<file path="src/rtl/sram_seq_pkg.sv">
package sram_seq_pkg;

  typedef enum logic [2:0] {
    ST_IDLE,
    ST_TURN,
    ST_WRITE,
    ST_HOLD,
    ST_READ
  } seq_state_t;

  function automatic int cyc_up(input int ns, input int clk_ns);
    return (ns + clk_ns - 1) / clk_ns;
  endfunction

  function automatic int cyc_over(input int ns, input int clk_ns);
    return ns / clk_ns + 1;
  endfunction

  function automatic int max2(input int a, input int b);
    return (a > b) ? a : b;
  endfunction

endpackage

</file>
<file path="src/rtl/sram_seq_timer.sv">
module sram_seq_timer #(
  parameter int CNT_W = 4
) (
  input  logic             clk,
  input  logic             rst,
  input  logic             load,
  input  logic [CNT_W-1:0] load_val,
  output logic [CNT_W-1:0] cnt,
  output logic             zero
);

  always_ff @(posedge clk) begin
    if (rst) begin
      cnt <= '0;
    end else if (load) begin
      cnt <= load_val;
    end else if (cnt != '0) begin
      cnt <= cnt - 1'b1;
    end
  end

  assign zero = (cnt == '0);

endmodule

</file>
<file path="src/rtl/sram_seq_datapath.sv">
module sram_seq_datapath #(
  parameter int ADDR_W = 20,
  parameter int DATA_W = 8
) (
  input  logic              clk,
  input  logic              rst,
  input  logic              accept,
  input  logic              capture,
  input  logic [ADDR_W-1:0] req_addr,
  input  logic [DATA_W-1:0] req_wdata,
  input  logic [DATA_W-1:0] mem_dq_i,
  output logic [ADDR_W-1:0] mem_addr,
  output logic [DATA_W-1:0] mem_dq_o,
  output logic [DATA_W-1:0] rdata
);

  always_ff @(posedge clk) begin
    if (rst) begin
      mem_addr <= '0;
      mem_dq_o <= '0;
    end else if (accept) begin
      mem_addr <= req_addr;
      mem_dq_o <= req_wdata;
    end
  end

  always_ff @(posedge clk) begin
    if (rst) begin
      rdata <= '0;
    end else if (capture) begin
      rdata <= mem_dq_i;
    end
  end

endmodule

</file>
<file path="src/rtl/sram_seq_ctrl.sv">
module sram_seq_ctrl
  import sram_seq_pkg::*;
#(
  parameter int CNT_W     = 4,
  parameter int WP_CYC    = 4,
  parameter int RD_CYC    = 5,
  parameter int HZ_USE    = 0,
  parameter bit OE_LOW_WR = 1'b0
) (
  input  logic clk,
  input  logic rst,
  input  logic req_valid,
  input  logic req_write,
  output logic accept,
  output logic capture,
  output logic busy,
  output logic done,
  output logic ce_n,
  output logic ce2,
  output logic we_n,
  output logic oe_n,
  output logic dq_oe
);

  localparam logic [CNT_W-1:0] WP_LOAD = CNT_W'(WP_CYC - 1);
  localparam logic [CNT_W-1:0] RD_LOAD = CNT_W'(RD_CYC - 1);
  localparam logic [CNT_W-1:0] DRV_AT  = CNT_W'(WP_CYC - HZ_USE);
  localparam bit               DRV_NOW = (HZ_USE == 0);

  seq_state_t       state;
  logic             last_rd;
  logic             tmr_load;
  logic [CNT_W-1:0] tmr_val;
  logic [CNT_W-1:0] tmr_cnt;
  logic             tmr_zero;
  logic             start_wr_now;

  assign accept       = (state == ST_IDLE) && req_valid;
  assign start_wr_now = (accept && req_write && !last_rd) || (state == ST_TURN);
  assign capture      = (state == ST_READ) && tmr_zero;

  always_comb begin
    tmr_load = 1'b0;
    tmr_val  = WP_LOAD;
    if (accept && !req_write) begin
      tmr_load = 1'b1;
      tmr_val  = RD_LOAD;
    end else if (start_wr_now) begin
      tmr_load = 1'b1;
      tmr_val  = WP_LOAD;
    end
  end

  sram_seq_timer #(.CNT_W(CNT_W)) i_timer (
    .clk      (clk),
    .rst      (rst),
    .load     (tmr_load),
    .load_val (tmr_val),
    .cnt      (tmr_cnt),
    .zero     (tmr_zero)
  );

  always_ff @(posedge clk) begin
    if (rst) begin
      state   <= ST_IDLE;
      last_rd <= 1'b0;
      busy    <= 1'b0;
      done    <= 1'b0;
      ce_n    <= 1'b1;
      ce2     <= 1'b0;
      we_n    <= 1'b1;
      oe_n    <= 1'b1;
      dq_oe   <= 1'b0;
    end else begin
      done <= 1'b0;
      if (start_wr_now) begin
        state   <= ST_WRITE;
        last_rd <= 1'b0;
        busy    <= 1'b1;
        ce_n    <= 1'b0;
        ce2     <= 1'b1;
        we_n    <= 1'b0;
        oe_n    <= !OE_LOW_WR;
        dq_oe   <= DRV_NOW;
      end else begin
        case (state)
          ST_IDLE: begin
            if (accept) begin
              busy <= 1'b1;
              if (req_write) begin
                state <= ST_TURN;
              end else begin
                state   <= ST_READ;
                last_rd <= 1'b1;
                ce_n    <= 1'b0;
                ce2     <= 1'b1;
                oe_n    <= 1'b0;
              end
            end
          end
          ST_WRITE: begin
            if (!dq_oe && tmr_cnt == DRV_AT) begin
              dq_oe <= 1'b1;
            end
            if (tmr_zero) begin
              state <= ST_HOLD;
              we_n  <= 1'b1;
              ce_n  <= 1'b1;
              ce2   <= 1'b0;
              oe_n  <= 1'b1;
            end
          end
          ST_HOLD: begin
            state <= ST_IDLE;
            dq_oe <= 1'b0;
            done  <= 1'b1;
            busy  <= 1'b0;
          end
          ST_READ: begin
            if (tmr_zero) begin
              state <= ST_IDLE;
              oe_n  <= 1'b1;
              ce_n  <= 1'b1;
              ce2   <= 1'b0;
              done  <= 1'b1;
              busy  <= 1'b0;
            end
          end
          default: state <= ST_IDLE;
        endcase
      end
    end
  end

  // write strobe only while the chip is selected
  a_r2_we_selected: assert property (@(posedge clk) disable iff (rst)
    !we_n |-> (!ce_n && ce2));

  // no driver while the memory outputs are on
  a_r4_read_no_drive: assert property (@(posedge clk) disable iff (rst)
    (!ce_n && ce2 && we_n && !oe_n) |-> !dq_oe);

  // driver still on in the cycle the write ends
  a_r3_hold_after_write: assert property (@(posedge clk) disable iff (rst)
    $rose(we_n) |-> dq_oe);

  // busy drops with done
  a_r5_done_clears_busy: assert property (@(posedge clk) disable iff (rst)
    done |-> !busy);

  // standby whenever idle
  a_r7_standby_idle: assert property (@(posedge clk) disable iff (rst)
    !busy |-> (ce_n && !ce2 && !dq_oe));

  // done is a single-cycle pulse
  a_r9_done_single: assert property (@(posedge clk) disable iff (rst)
    done |=> !done);

  // turnaround cycle keeps the bus quiet
  a_r6_turn_quiet: assert property (@(posedge clk) disable iff (rst)
    (state == ST_TURN) |-> (ce_n && !dq_oe && we_n));

endmodule

</file>
<file path="src/rtl/sram_seq.sv">
module sram_seq
  import sram_seq_pkg::*;
#(
  parameter int ADDR_W    = 20,
  parameter int DATA_W    = 8,
  parameter int CLK_NS    = 10,
  parameter int T_WP_NS   = 35,
  parameter int T_AW_NS   = 35,
  parameter int T_DS_NS   = 28,
  parameter int T_HZ_NS   = 18,
  parameter int T_RD_NS   = 45,
  parameter bit OE_LOW_WR = 1'b0
) (
  input  logic              clk,
  input  logic              rst,
  input  logic              req_valid,
  input  logic              req_write,
  input  logic [ADDR_W-1:0] req_addr,
  input  logic [DATA_W-1:0] req_wdata,
  output logic              busy,
  output logic              done,
  output logic [DATA_W-1:0] rdata,
  output logic              mem_ce_n,
  output logic              mem_ce2,
  output logic              mem_we_n,
  output logic              mem_oe_n,
  output logic [ADDR_W-1:0] mem_addr,
  output logic [DATA_W-1:0] mem_dq_o,
  output logic              mem_dq_oe,
  input  logic [DATA_W-1:0] mem_dq_i
);

  localparam int DS_CYC  = cyc_up(T_DS_NS, CLK_NS);
  localparam int HZ_USE  = OE_LOW_WR ? cyc_up(T_HZ_NS, CLK_NS) : 0;
  localparam int WP_BASE = max2(max2(cyc_up(T_WP_NS, CLK_NS), cyc_up(T_AW_NS, CLK_NS)), DS_CYC);
  localparam int WP_TURN = OE_LOW_WR ? max2(cyc_over(T_HZ_NS + T_DS_NS, CLK_NS), HZ_USE + DS_CYC) : 0;
  localparam int WP_CYC  = max2(max2(WP_BASE, WP_TURN), 1);
  localparam int RD_CYC  = max2(cyc_up(T_RD_NS, CLK_NS), 1);
  localparam int CNT_W   = $clog2(max2(WP_CYC, RD_CYC) + 1);

  logic accept;
  logic capture;

  sram_seq_ctrl #(
    .CNT_W     (CNT_W),
    .WP_CYC    (WP_CYC),
    .RD_CYC    (RD_CYC),
    .HZ_USE    (HZ_USE),
    .OE_LOW_WR (OE_LOW_WR)
  ) i_ctrl (
    .clk       (clk),
    .rst       (rst),
    .req_valid (req_valid),
    .req_write (req_write),
    .accept    (accept),
    .capture   (capture),
    .busy      (busy),
    .done      (done),
    .ce_n      (mem_ce_n),
    .ce2       (mem_ce2),
    .we_n      (mem_we_n),
    .oe_n      (mem_oe_n),
    .dq_oe     (mem_dq_oe)
  );

  sram_seq_datapath #(
    .ADDR_W (ADDR_W),
    .DATA_W (DATA_W)
  ) i_datapath (
    .clk       (clk),
    .rst       (rst),
    .accept    (accept),
    .capture   (capture),
    .req_addr  (req_addr),
    .req_wdata (req_wdata),
    .mem_dq_i  (mem_dq_i),
    .mem_addr  (mem_addr),
    .mem_dq_o  (mem_dq_o),
    .rdata     (rdata)
  );

  // address and data hold still through the write pulse
  a_r2_addr_stable: assert property (@(posedge clk) disable iff (rst)
    (!mem_we_n && $past(!mem_we_n)) |-> ($stable(mem_addr) && $stable(mem_dq_o)));

endmodule

</file>
<file path="config.mk">
export PLATFORM = sky130hd
export DESIGN_NAME = sram_seq
export DESIGN_NICKNAME = d
export VERILOG_FILES = /design/src/rtl/sram_seq_pkg.sv /design/src/rtl/sram_seq_timer.sv /design/src/rtl/sram_seq_datapath.sv /design/src/rtl/sram_seq_ctrl.sv /design/src/rtl/sram_seq.sv
export SDC_FILE = /design/constraint.sdc
export NUM_CORES = 1
export LEC_CHECK = 0
export ABC_AREA = 0
export BUFFER_PORTS_ARGS = -buffer_cell sky130_fd_sc_hd__buf_2
export CAP_MARGIN = 20
export CORE_ASPECT_RATIO = 1.4
export CORE_MARGIN = 2
export CORE_UTILIZATION = 46
export CTS_CLUSTER_DIAMETER = 120
export DETAILED_ROUTE_END_ITERATION = 12
export PLACE_DENSITY = 0.78
export SYNTH_ARGS = -nofsm -noshare
export SYNTH_HDL_FRONTEND = slang
export SYNTH_SLANG_ARGS = --single-unit
</file>
<file path="constraint.sdc">
create_clock -name clk -period 2.3 [get_ports clk]
set_clock_uncertainty 0.1 [all_clocks]
set_input_delay 0.69 -clock clk [delete_from_list [all_inputs] [get_ports clk]]
set_output_delay 0.69 -clock clk [all_outputs]
set_load 0.05 [all_outputs]
</file>
* Word level (Yosys, flattened, before mapping)
Cells that the tools add are included.
** Storage, ports and cells
- Bits in registers :: 50
- Input bits :: 40
- Output and inout bits :: 43
- Word-level logic and storage cells :: 93
** Cells by class
- $add $sub $neg :: 1
- Equality and inequality tests :: 16
- Muxes and demuxes :: 31
- Bitwise operators :: 1
- Reductions and logical operators :: 30
** Operators with widths (count)
- $mux W3 :: 7
- $mux W1 :: 17
- $ne A3 B1 Y1 const B :: 5
- $reduce_and A3 Y1 :: 4
- $pmux W3 S3 :: 1
- $reduce_bool A3 Y1 :: 3
- $ne A2 B1 Y1 const B :: 4
- $pmux W1 S2 :: 4
- $reduce_and A4 Y1 :: 2
- $reduce_bool A2 Y1 :: 4
- $eq A3 B2 Y1 const B :: 2
- $eq A3 B3 Y1 const B :: 2
- $logic_and A1 B1 Y1 :: 6
- $logic_not A3 Y1 :: 2
- $reduce_and A2 Y1 :: 2
- $reduce_bool A4 Y1 :: 1
- $reduce_or A2 Y1 :: 2
- $eq A3 B1 Y1 const B :: 1
- $logic_not A1 Y1 :: 3
- $ne A3 B2 Y1 const B :: 1
- $pmux W1 S3 :: 1
- $sub A3 B1 Y3 const B :: 1
- $mux W2 :: 1
- $ne A2 B2 Y1 const B :: 1
- other kinds (2) :: 2

* Logic depth before layout (Yosys ltp)
Gate-level depths: netlist of run 1.
- Depth after elaboration :: 8
- Depth in mapped cells :: 8

* By module
From an unflattened synthesis of run 1, not the netlist that was laid out.
** Second synthesis, totals
- Cells, all modules :: 199
- Area total of the unflattened synthesis :: 2038.2 um^2
** By module, submodules not included
- sram_seq_datapath :: instances 1, cells each 116, area an instance 1290.0 um^2, sequential area each 720.7 um^2
- sram_seq_ctrl :: instances 1, cells each 61, area an instance 541.8 um^2, sequential area each 220.2 um^2
- sram_seq_timer :: instances 1, cells each 22, area an instance 206.4 um^2, sequential area each 60.1 um^2

* Worst setup path before layout of run 1
Ideal clock, no wire load.
- Kind :: in2reg
- From :: input req_valid
- To :: register i_datapath.mem_addr[0]
- Arrival time :: 1534 ps
- Path slack :: 533 ps
- Cell stages on the path :: 5
- Buffers on the path :: 2
- Cell sequence :: or4b_4 > buf_6 > buf_6 > nand2_1 > a21oi_1
** Between the ends
- Cells in the longest elaborated chain, start to end :: 1
** RTL lines
- start, declared :: line sram_seq.sv:16 : input logic req_valid,
- $logic_and A1 B1 Y1 :: line sram_seq_ctrl.sv:38 : assign accept = (state == ST_IDLE) && req_valid;
- end signal, assigned :: line sram_seq_datapath.sv:22 : mem_addr <= req_addr;
- end, declared :: line sram_seq_datapath.sv:12 : output logic [ADDR_W-1:0] mem_addr,
No other way between the ends.
A chain may end at the register's enable or synchronous reset.

* Worst setup path in the final report of run 1
- From :: register i_datapath.mem_addr[15]
- To :: output mem_addr[15]
** RTL lines
- end, declared :: line sram_seq.sv:27 : output logic [ADDR_W-1:0] mem_addr,
No word-level cell between the ends.

==> results of run 1 <==
[layer usage]
metal	global-route usage	part of all wire	vias to the layer above
met1	0.187	0.42	784
met3	0.0483	0.069	4
li1	-	-	885
met2	0.326	0.51	59
met4	0.0682	0.0060	0
met5	0	0	-
[cells by family (layout without fill, tap and decap cells)]
logic type               Yosys count  in the layout
AO/OA/AOI/OAI                     51             51
XOR/XNOR                           2              2
adder cells (fa/ha/maj)            2              2
buffers and inverters             18             96
flip-flops                        50             50
multiplexers                       9              9
AND/OR/NAND/NOR                   91             91
[cells in the mapped netlist, types with 2 or more instances]
| library cell | count | area share |
|---|---|---|
| o211ai_1 | 2 | 0.0078 |
| nand2_1 | 61 | 0.12 |
| o21ai_0 | 5 | 0.013 |
| nand2b_1 | 5 | 0.016 |
| mux2i_1 | 8 | 0.042 |
| a211oi_1 | 2 | 0.0078 |
| buf_4 | 2 | 0.0078 |
| a21oi_1 | 37 | 0.096 |
| ha_1 | 2 | 0.013 |
| dfxtp_1 | 50 | 0.52 |
| nor2b_1 | 2 | 0.0065 |
| inv_1 | 2 | 0.0039 |
| nor2_1 | 15 | 0.029 |
| a21o_1 | 2 | 0.0078 |
| buf_6 | 3 | 0.018 |
| buf_2 | 4 | 0.010 |
| clkbuf_1 | 7 | 0.014 |
[worst max path at each step]
stage / end / cells past startpoint / startpoint
final: mem_addr[15] / 1 / i_datapath.mem_addr[15]
after global routing: i_datapath.rdata[6] / 7 / i_ctrl.i_timer.cnt[0]
after CTS: mem_addr[15] / 1 / i_datapath.mem_addr[15]
after detailed placement: i_ctrl.oe_n / 4 / req_valid
after global placement: i_ctrl.oe_n / 4 / req_valid
after floorplan: i_datapath.mem_addr[0] / 5 / req_valid
[sequential cells by signal, summed over array words and instances, names as in the netlist]
name	count
i_ctrl.i_timer.cnt	3
i_datapath.mem_addr	20
i_ctrl.last_rd	1
i_ctrl.ce2	1
i_ctrl.oe_n	1
i_ctrl.we_n	1
i_ctrl.ce_n	1
i_ctrl.dq_oe	1
i_ctrl.busy	1
i_datapath.mem_dq_o	8
i_ctrl.state	3
i_datapath.rdata	8
i_ctrl.done	1
[power groups by stage]
stage          logic, mW  registers (mW)  clock network (mW)
2_1_floorplan      0.443            1.37                   0
3_3_place_gp       0.901            1.08                   0
3_5_place_dp       0.911            1.09                   0
4_1_cts            0.915            1.07               0.539
5_1_grt            0.988            1.08               0.565
6_report           0.908            1.07               0.519
[final cells by class]
class | instances | area share
flip-flops and latches | 50 | 0.410
multi-input cells | 155 | 0.340
repair buffers | 86 | 0.186
clock buffers | 6 | 0.0338
well taps | 43 | 0.0220
clock inverters | 2 | 0.00513
inverters | 2 | 0.00308
==> flow_summary.yaml, run 1 <==
drt:
  dr_total_vias: 1732
  drtIter0Drc: 90
  vias_per_cell: 5.03
  wl_um: 4180
  routedWlPerCell_um: 12.2
  firstDrtPassIters: 8
  final_antenna_net_count: 0
  drcViolationCount: 10
power_and_ir_drop:
  switching_power_uw: 981
  comb_power_share: 0.364
  p_seq_frac: 0.428
  leakagePower_nw: 1.22
  p_int_mw: 1.52
  ir_drop_uv: 439
  total_power_mw: 2.50
  p_per_area_nw_per_um2: 1020
  swShare: 0.393
  pwr-share-clk: 0.208
worst_setup_path:
  reg2regPathDepth: 7
  r2r-end: "i_datapath.rdata[2]"
  cpLargestDelayFamily: "flip-flops"
  end_kind: "primary output"
  cp_max_fo: 2
  reg2reg_from: "i_ctrl.i_timer.cnt[0]"
  cpMaxStageDelayCell: "dfxtp_1"
  startpoint_type: "flip-flop"
  rrSetupSlack_ns: 0.62
  required_ns: 1.51
  critPathMaxStageDelay_ns: 0.36
  crit_type: "reg -> out"
  crit_buf_inv: 1
  path_cells: "buf_2"
  worst_ep_arrival_time_ns: 0.92
clock_tree:
  cts-htree-levels: 2
  clock_insertion_delay_worst_skew_ns: 0.30
  clk_path_buf_depth: 2
  hold_buffers: 0
  cts-root-buf: "clkbuf_8"
  numClockSinks: 50
  clk_pin_slew_ns: 0.09
  cts_resized: 0
  cts_tree: "yes"
  postCtsSetupBuffers: 0
  cts_buffers: 5
timing:
  hold_ws_ns: 0.355
  layout_min_cycle_time_ns: 1.71
  tightest_slew_ns: 0.441
  slew_headroom: 0.706
  setup_viol: 0
  rsz0062_at_grt: "no"
  finalHoldViolCount: 0
  max_freq_mhz: 584
  finalSetupTns_ns: 0
  drv_slew: 0
  fin_crit_sh: 0.744
  finalWorstSetupSlack_ns: 0.588
layout:
  multiInputGateArea_um2: 831
  seq_area_um2: 1000
  nets: 342
  instances_no_fill: 344
  fin_area_um2: 2440
  nFillCells: 369
  final_util: 0.612
  drive_above_1_share: 0.326
  final_common_cell: "buf_2"
  layout_common_cells: "82 x buf_2, 61 x nand2_1, 50 x dfxtp_1, 37 x a21oi_1, 15 x nor2_1"
  syn2layout_area_growth_pct: 26.8
  num_antenna_cells: 0
logic_synthesis:
  synth_top_family_by_area: "simple AND/OR/NAND/NOR gates"
  syn_inst: 223
  synth_async_sr_flop_share: 0
  synth_top_flop_cell: "dfxtp_1"
  synth_compound_area_frac: 0.144
  synth-xor-area-share: 0.00910
  synth_area_um2: 1930
  syn-num-nets: 265
  seq_area_frac_synth: 0.520
  synth.distinct_cells: 31
  synth_warnings: 0
  yosys.area_share.simple: 0.214
  ys_ff_latch: 50
  postSynthAreaPerCell_um2: 8.63
  muxShareOfSynthArea: 0.0474
  synth_edf_count: 0
  synth_fa_ha_area_frac: 0.0130
grt:
  grt_use_total: 0.177
  grt_start_max_net_pins: 30
  grt_pass1_wl_um: 6490
  antenna_found_initial: 0
  grt_pass1_vias: 1508
  overflow: 0
die:
  die_y_um: 80.6
  start_util: 0.483
  coreArea_um2: 3990
  dieArea_um2: 4730
  io_pins: 83
  die_w_um: 58.7
  rows: 27
flow_run:
  cap_violations: 0
placed_design:
  gp_congestion: 0.775
  place_inst: 336
  dp.final_hpwl_um: 2980
  placed_area_um2: 2350
  dp_slack_ns: 0.346
  io_buffers: 82
worst_hold_path:
  hold_start: "i_datapath.mem_addr[12]"
  hold_class: "reg -> reg"
  hold_end: "i_datapath.mem_addr[12]"
  whs_path_depth: 2
status:
  violations: "design-rule violations"
  status: "finished with violations"
Note: power is estimated with default switching activity, not from simulation.
==> run 2: changes to the inputs <==
- CORE_UTILIZATION: 46 -> 42
- PLACE_DENSITY: 0.78 -> 0.75
- clock period: 2.3 -> 1.5 ns (I/O delays scaled with it)
==> run 2 against run 1 <==
The run now ends clean. Via count rose by 3.9%. Sequential power rose by 51%. Die area rose by 8.9%. Final cell count rose by 10%. Clock power rose by 52%. Sequential share of layout area fell by 5.3 points. Highest routed layer unchanged.
==> flow_summary.yaml, run 2 (synthesis results as in run 1) <==
status:
  status: "finished clean"
grt:
  antenna_found_initial: 0
  grt_start_max_net_pins: 39
  grt_pass1_wl_um: 6620
  grt_use_total: 0.167
  overflow: 0
  grt_pass1_vias: 1585
layout:
  nFillCells: 390
  top_register: "i_datapath.mem_addr"
  fin_area_um2: 2820
  final_common_cell: "buf_2"
  layout_common_cells: "68 x buf_2, 54 x nand2_1, 46 x dfxtp_1, 26 x a21oi_1"
  syn2layout_area_growth_pct: 46.2
  largest_reg_flops: 20
  top_regs: "i_datapath.mem_addr (20), i_datapath.mem_dq_o (8), i_datapath.rdata (8)"
  drive_above_1_share: 0.448
  num_antenna_cells: 0
  nets: 358
  instances_no_fill: 379
drt:
  wl_um: 4700
  firstDrtPassIters: 4
  dr_total_vias: 1799
  routedWlPerCell_um: 12.4
  vias_per_cell: 4.75
  final_antenna_net_count: 0
  drtIter0Drc: 107
  drcViolationCount: 0
worst_setup_path:
  cpMaxStageDelayCell: "dfxtp_1"
  critPathMaxStageDelay_ns: 0.36
  cp_max_fo: 2
  end_kind: "primary output"
  crit_buf_inv: 1
  cpLargestDelayFamily: "flip-flops"
  crit_type: "reg -> out"
  worst_ep_arrival_time_ns: 0.93
  startpoint_type: "flip-flop"
  required_ns: 0.95
  path_cells: "buf_2"
clock_tree:
  cts-htree-levels: 2
  numClockSinks: 50
  clk_path_buf_depth: 2
  clock_insertion_delay_worst_skew_ns: 0.30
  cts_tree: "yes"
  hold_buffers: 0
  cts-root-buf: "clkbuf_8"
  cts_buffers: 5
  clk_pin_slew_ns: 0.10
die:
  dieArea_um2: 5150
  die_y_um: 84.1
  rows: 29
  die_w_um: 61.2
  io_pins: 83
  coreArea_um2: 4460
  start_util: 0.431
timing:
  layout_min_cycle_time_ns: 1.48
  drv_slew: 0
  fin_crit_sh: 0.988
  tightest_slew_ns: 0.269
  max_freq_mhz: 674
  finalWorstSetupSlack_ns: 0.0173
  finalHoldViolCount: 0
  hold_ws_ns: 0.268
  setup_viol: 0
  rsz0062_at_grt: "yes"
  slew_headroom: 0.821
power_and_ir_drop:
  swShare: 0.392
  comb_power_share: 0.437
  p_per_area_nw_per_um2: 1520
  ir_drop_uv: 712
  total_power_mw: 4.27
  p_int_mw: 2.60
  switching_power_mw: 1.68
  leakagePower_nw: 1.35
  p_seq_frac: 0.379
  pwr-share-clk: 0.184
placed_design:
  gp_congestion: 0.768
  placed_area_um2: 2500
  io_buffers: 82
  place_inst: 367
  dp.final_hpwl_um: 3160
  dp_slack_ns: -0.134
worst_hold_path:
  hold_class: "in -> reg"
flow_run:
  cap_violations: 0
## run 2: path summary, 6_finish.rpt
kind                                          endpoint              startpoint  slack [ns]  cells after the start
worst min register to register             i_ctrl.ce_n             i_ctrl.ce_n        0.35                      2
worst max register to register  i_datapath.mem_addr[6]         i_ctrl.state[1]        0.02                      6
worst max-delay path                       mem_addr[1]  i_datapath.mem_addr[1]        0.02                      1
worst min-delay path            i_datapath.mem_addr[7]             req_addr[7]        0.27                      3
## run 2: repair_timing
item	CTS	global route
cloned	0	4
pin swaps	1	19
buffers inserted	1	0
gates resized for setup	1	51
setup endpoints to repair	6	58
## run 2: worst register-to-register path, stage by stage, from the launching register on
cell	delay, ns
dfxtp_2	0.34
buf_6	0.13
nor4b_4	0.32
buf_6	0.19
clkbuf_16	0.17
nand2_2	0.06
a21oi_2	0.11
## run 2: metal layers
metal / track usage / wire (µm) / vias up
met5: 0 / 0 / -
met4: 0.0731 / 118 / 0
met3: 0.0496 / 280 / 10
met2: 0.296 / 2440 / 62
met1: 0.173 / 1870 / 808
li1: - / - / 919
## run 2: power by group through the flow
stage               clock network (mW)  logic [mW]  registers, mW
CTS                              0.826        1.64           1.61
finish                           0.788        1.87           1.62
global route                     0.875        2.02           1.64
floorplan                            0       0.739           2.10
detailed placement                   0        1.63           1.63
global placement                     0        1.60           1.63
## run 2: layout make-up
class                      instances  area, µm²  area share
multi-input combinational        155        948       0.337
tap                               62       77.6      0.0276
clock buffer                       5       68.8      0.0244
timing repair buffer             102        683       0.243
sequential                        50       1010       0.357
clock inverter                     3       23.8     0.00844
inverter                           2       7.51     0.00267
## run 2: through the flow
stage	utilization	setup TNS [ns]
3_3_place_gp	0.561	-2.72
5_1_grt	0.631	-0.407
2_1_floorplan	-	-0.534
4_1_cts	0.584	-0.00696
6_report	0.631	0
3_5_place_dp	0.561	-3.33
==> run 3: changes to the inputs <==
--- a/config.mk
+++ b/config.mk
@@ -10,3 +10,2 @@
 export CAP_MARGIN = 20
-export CORE_ASPECT_RATIO = 1.4
 export CORE_MARGIN = 2
==> constraint.sdc (replaced) <==
create_clock -name clk -period 1.5 [get_ports clk]
set_clock_uncertainty 0.1 [all_clocks]
set_input_delay 0.15 -clock clk [delete_from_list [all_inputs] [get_ports clk]]
set_output_delay 0.15 -clock clk [all_outputs]
set_load 0.05 [all_outputs]
==> run 3 against run 2 <==
Sequential power barely moved. Count of clock-buffer cells in the layout did not move. Routed wire length up 6.1%. Critical path type is now reg -> reg. Via count up 6.3%. First-iteration DRC count decreased by 28%. Final cell count up 6.1%. Die area decreased by 0.15%. Total power is 3.7% lower. Critical path depth increased by 3. Setup slack got worse by 0.0032 ns. Non-clock buffer count up 33. Sequential share of layout area is 1.8 points lower.
==> flow_summary.yaml, run 3 (synthesis results as in run 1) <==
timing:
  finalHoldViolCount: 0
  rsz0062_at_grt: "yes"
  layout_min_cycle_time_ns: 1.49
  max_freq_mhz: 673
  tightest_slew_ns: 0.312
  finalSetupTns_ns: 0
  slew_headroom: 0.791
  finalWorstSetupSlack_ns: 0.0141
  drv_slew: 0
  fin_crit_sh: 0.991
  setup_viol: 0
grt:
  grt_pass1_wl_um: 7870
  antenna_found_initial: 0
  grt_use_total: 0.194
  overflow: 0
  grt_pass1_vias: 1832
  grt_start_max_net_pins: 21
clock_tree:
  numClockSinks: 50
  clock_insertion_delay_worst_skew_ns: 0.30
  clk_path_buf_depth: 2
  cts_tree: "yes"
  cts_buffers: 5
  cts-root-buf: "clkbuf_8"
  cts-htree-levels: 2
  clk_pin_slew_ns: 0.09
flow_run:
  cap_violations: 0
placed_design:
  dp.final_hpwl_um: 3070
  io_buffers: 82
  place_inst: 355
  gp_congestion: 0.810
  dp_slack_ns: -0.0194
worst_setup_path:
  r2r-end: "i_ctrl.oe_n"
  reg2regPathDepth: 4
  cpMaxStageDelayCell: "or4b_4"
  reg2reg_from: "i_ctrl.state[0]"
  cp_max_fo: 9
  required_ns: 1.59
  critPathMaxStageDelay_ns: 0.57
  crit_type: "reg -> reg"
  rrSetupSlack_ns: 0.01
  path_cells: "or4b_4 -> buf_12 -> nor2_8 -> o21ai_0"
  startpoint_type: "flip-flop"
  end_kind: "flip-flop"
  worst_ep_arrival_time_ns: 1.57
layout:
  syn2layout_area_growth_pct: 53.5
  top_regs: "i_datapath.mem_addr (20), i_datapath.mem_dq_o (8), i_datapath.rdata (8)"
  nets: 392
  drive_above_1_share: 0.343
  layout_common_cells: "82 x buf_2, 61 x nand2_1, 47 x dfxtp_1, 36 x dlygate4sd3_1, 35 x a21oi_1"
  final_common_cell: "buf_2"
  num_antenna_cells: 0
  top_register: "i_datapath.mem_addr"
  largest_reg_flops: 20
  instances_no_fill: 402
worst_hold_path:
  hold_start: "rst"
  hold_end: "i_datapath.rdata[7]"
  hold_class: "in -> reg"
  whs_path_depth: 2
power_and_ir_drop:
  total_power_mw: 4.11
  ir_drop_uv: 717
  p_per_area_nw_per_um2: 1390
  leakagePower_nw: 1.45
drt:
  drtIter0Drc: 77
  final_antenna_net_count: 0
  firstDrtPassIters: 4
  drcViolationCount: 0
  dr_total_vias: 1912
  routedWlPerCell_um: 12.4
  wl_um: 4990
  vias_per_cell: 4.76
die:
  rows: 24
  die_w_um: 71.7
  start_util: 0.439
  die_y_um: 71.7
  dieArea_um2: 5140
  io_pins: 83
  coreArea_um2: 4380
status:
  status: "finished clean"
run 3: cell types whose count changed in the layout (fill, tap and decap cells not counted), sizes merged:
cell | previous run | this run
clkinv | 0 | 2
buf | 85 | 99
clkinvlp | 2 | 0
nand2b | 5 | 6
dlygate4sd3 | 0 | 36
inv | 3 | 2
clkbuf | 22 | 5
run 3: critical path, delay by kind of cell, from the launching register on:
family | cells | cell delay (ns)
AOI/OAI and AO/OA | 1 | 0.10
buffers and inverters | 1 | 0.17
DFF | 1 | 0.34
and+or+nand+nor | 2 | 0.68
run 3: cell type report:
cell class / count / area (µm²)
inverters: 2 / 7.51
flip-flops and latches: 50 / 1000
repair buffers: 135 / 926
clock buffers: 5 / 68.8
clock inverters: 2 / 10.0
fillers: 372 / 1430
well taps: 52 / 65.1
multi-input cells: 156 / 875
run 3: how the worst max path moves through the flow:
| stage | start | to | slack (ns) |
|---|---|---|---|
| after floorplan | i_ctrl.state[2] | i_datapath.mem_addr[0] | -0.05 |
| after global placement | i_ctrl.state[2] | i_datapath.mem_addr[18] | 0.03 |
| after detailed placement | i_ctrl.i_timer.cnt[0] | i_datapath.rdata[6] | -0.02 |
| after CTS | i_ctrl.state[2] | i_datapath.mem_addr[4] | -0.007 |
| after global routing | i_ctrl.state[2] | i_ctrl.i_timer.cnt[2] | -0.04 |
| final | i_ctrl.state[0] | i_ctrl.oe_n | 0.01 |
run 3: metal layers:
layer	GRT usage	vias to the layer above	share of wire
met5	0	-	0
met4	0.0587	0	0.010
met3	0.0563	6	0.063
met2	0.356	68	0.50
met1	0.216	850	0.43
li1	-	988	-
run 3: report_power, final:
group          leakage (nW)  switching [mW]  internal, mW
clock network        0.0438           0.411         0.314
logic                 0.998            1.06         0.696
registers             0.411           0.106          1.52
total                  1.45            1.58          2.53
run 3: per-stage QoR:
stage                util  hold slack (ns)  area [µm²]
floorplan               -            0.186        1950
global placement    0.557            0.278        2440
detailed placement  0.557            0.290        2440
CTS                 0.660           0.0941        2900
global route        0.674            0.127        2960
finish              0.674           0.0971        2960
run 3: timing repair:
action	in CTS	in global routing
hold buffers	36	0
cloned	1	0
pin swaps	0	3
endpoints found under the hold margin	36	0
setup endpoints to repair	12	40
setup buffers	0	3
resized for setup	1	13
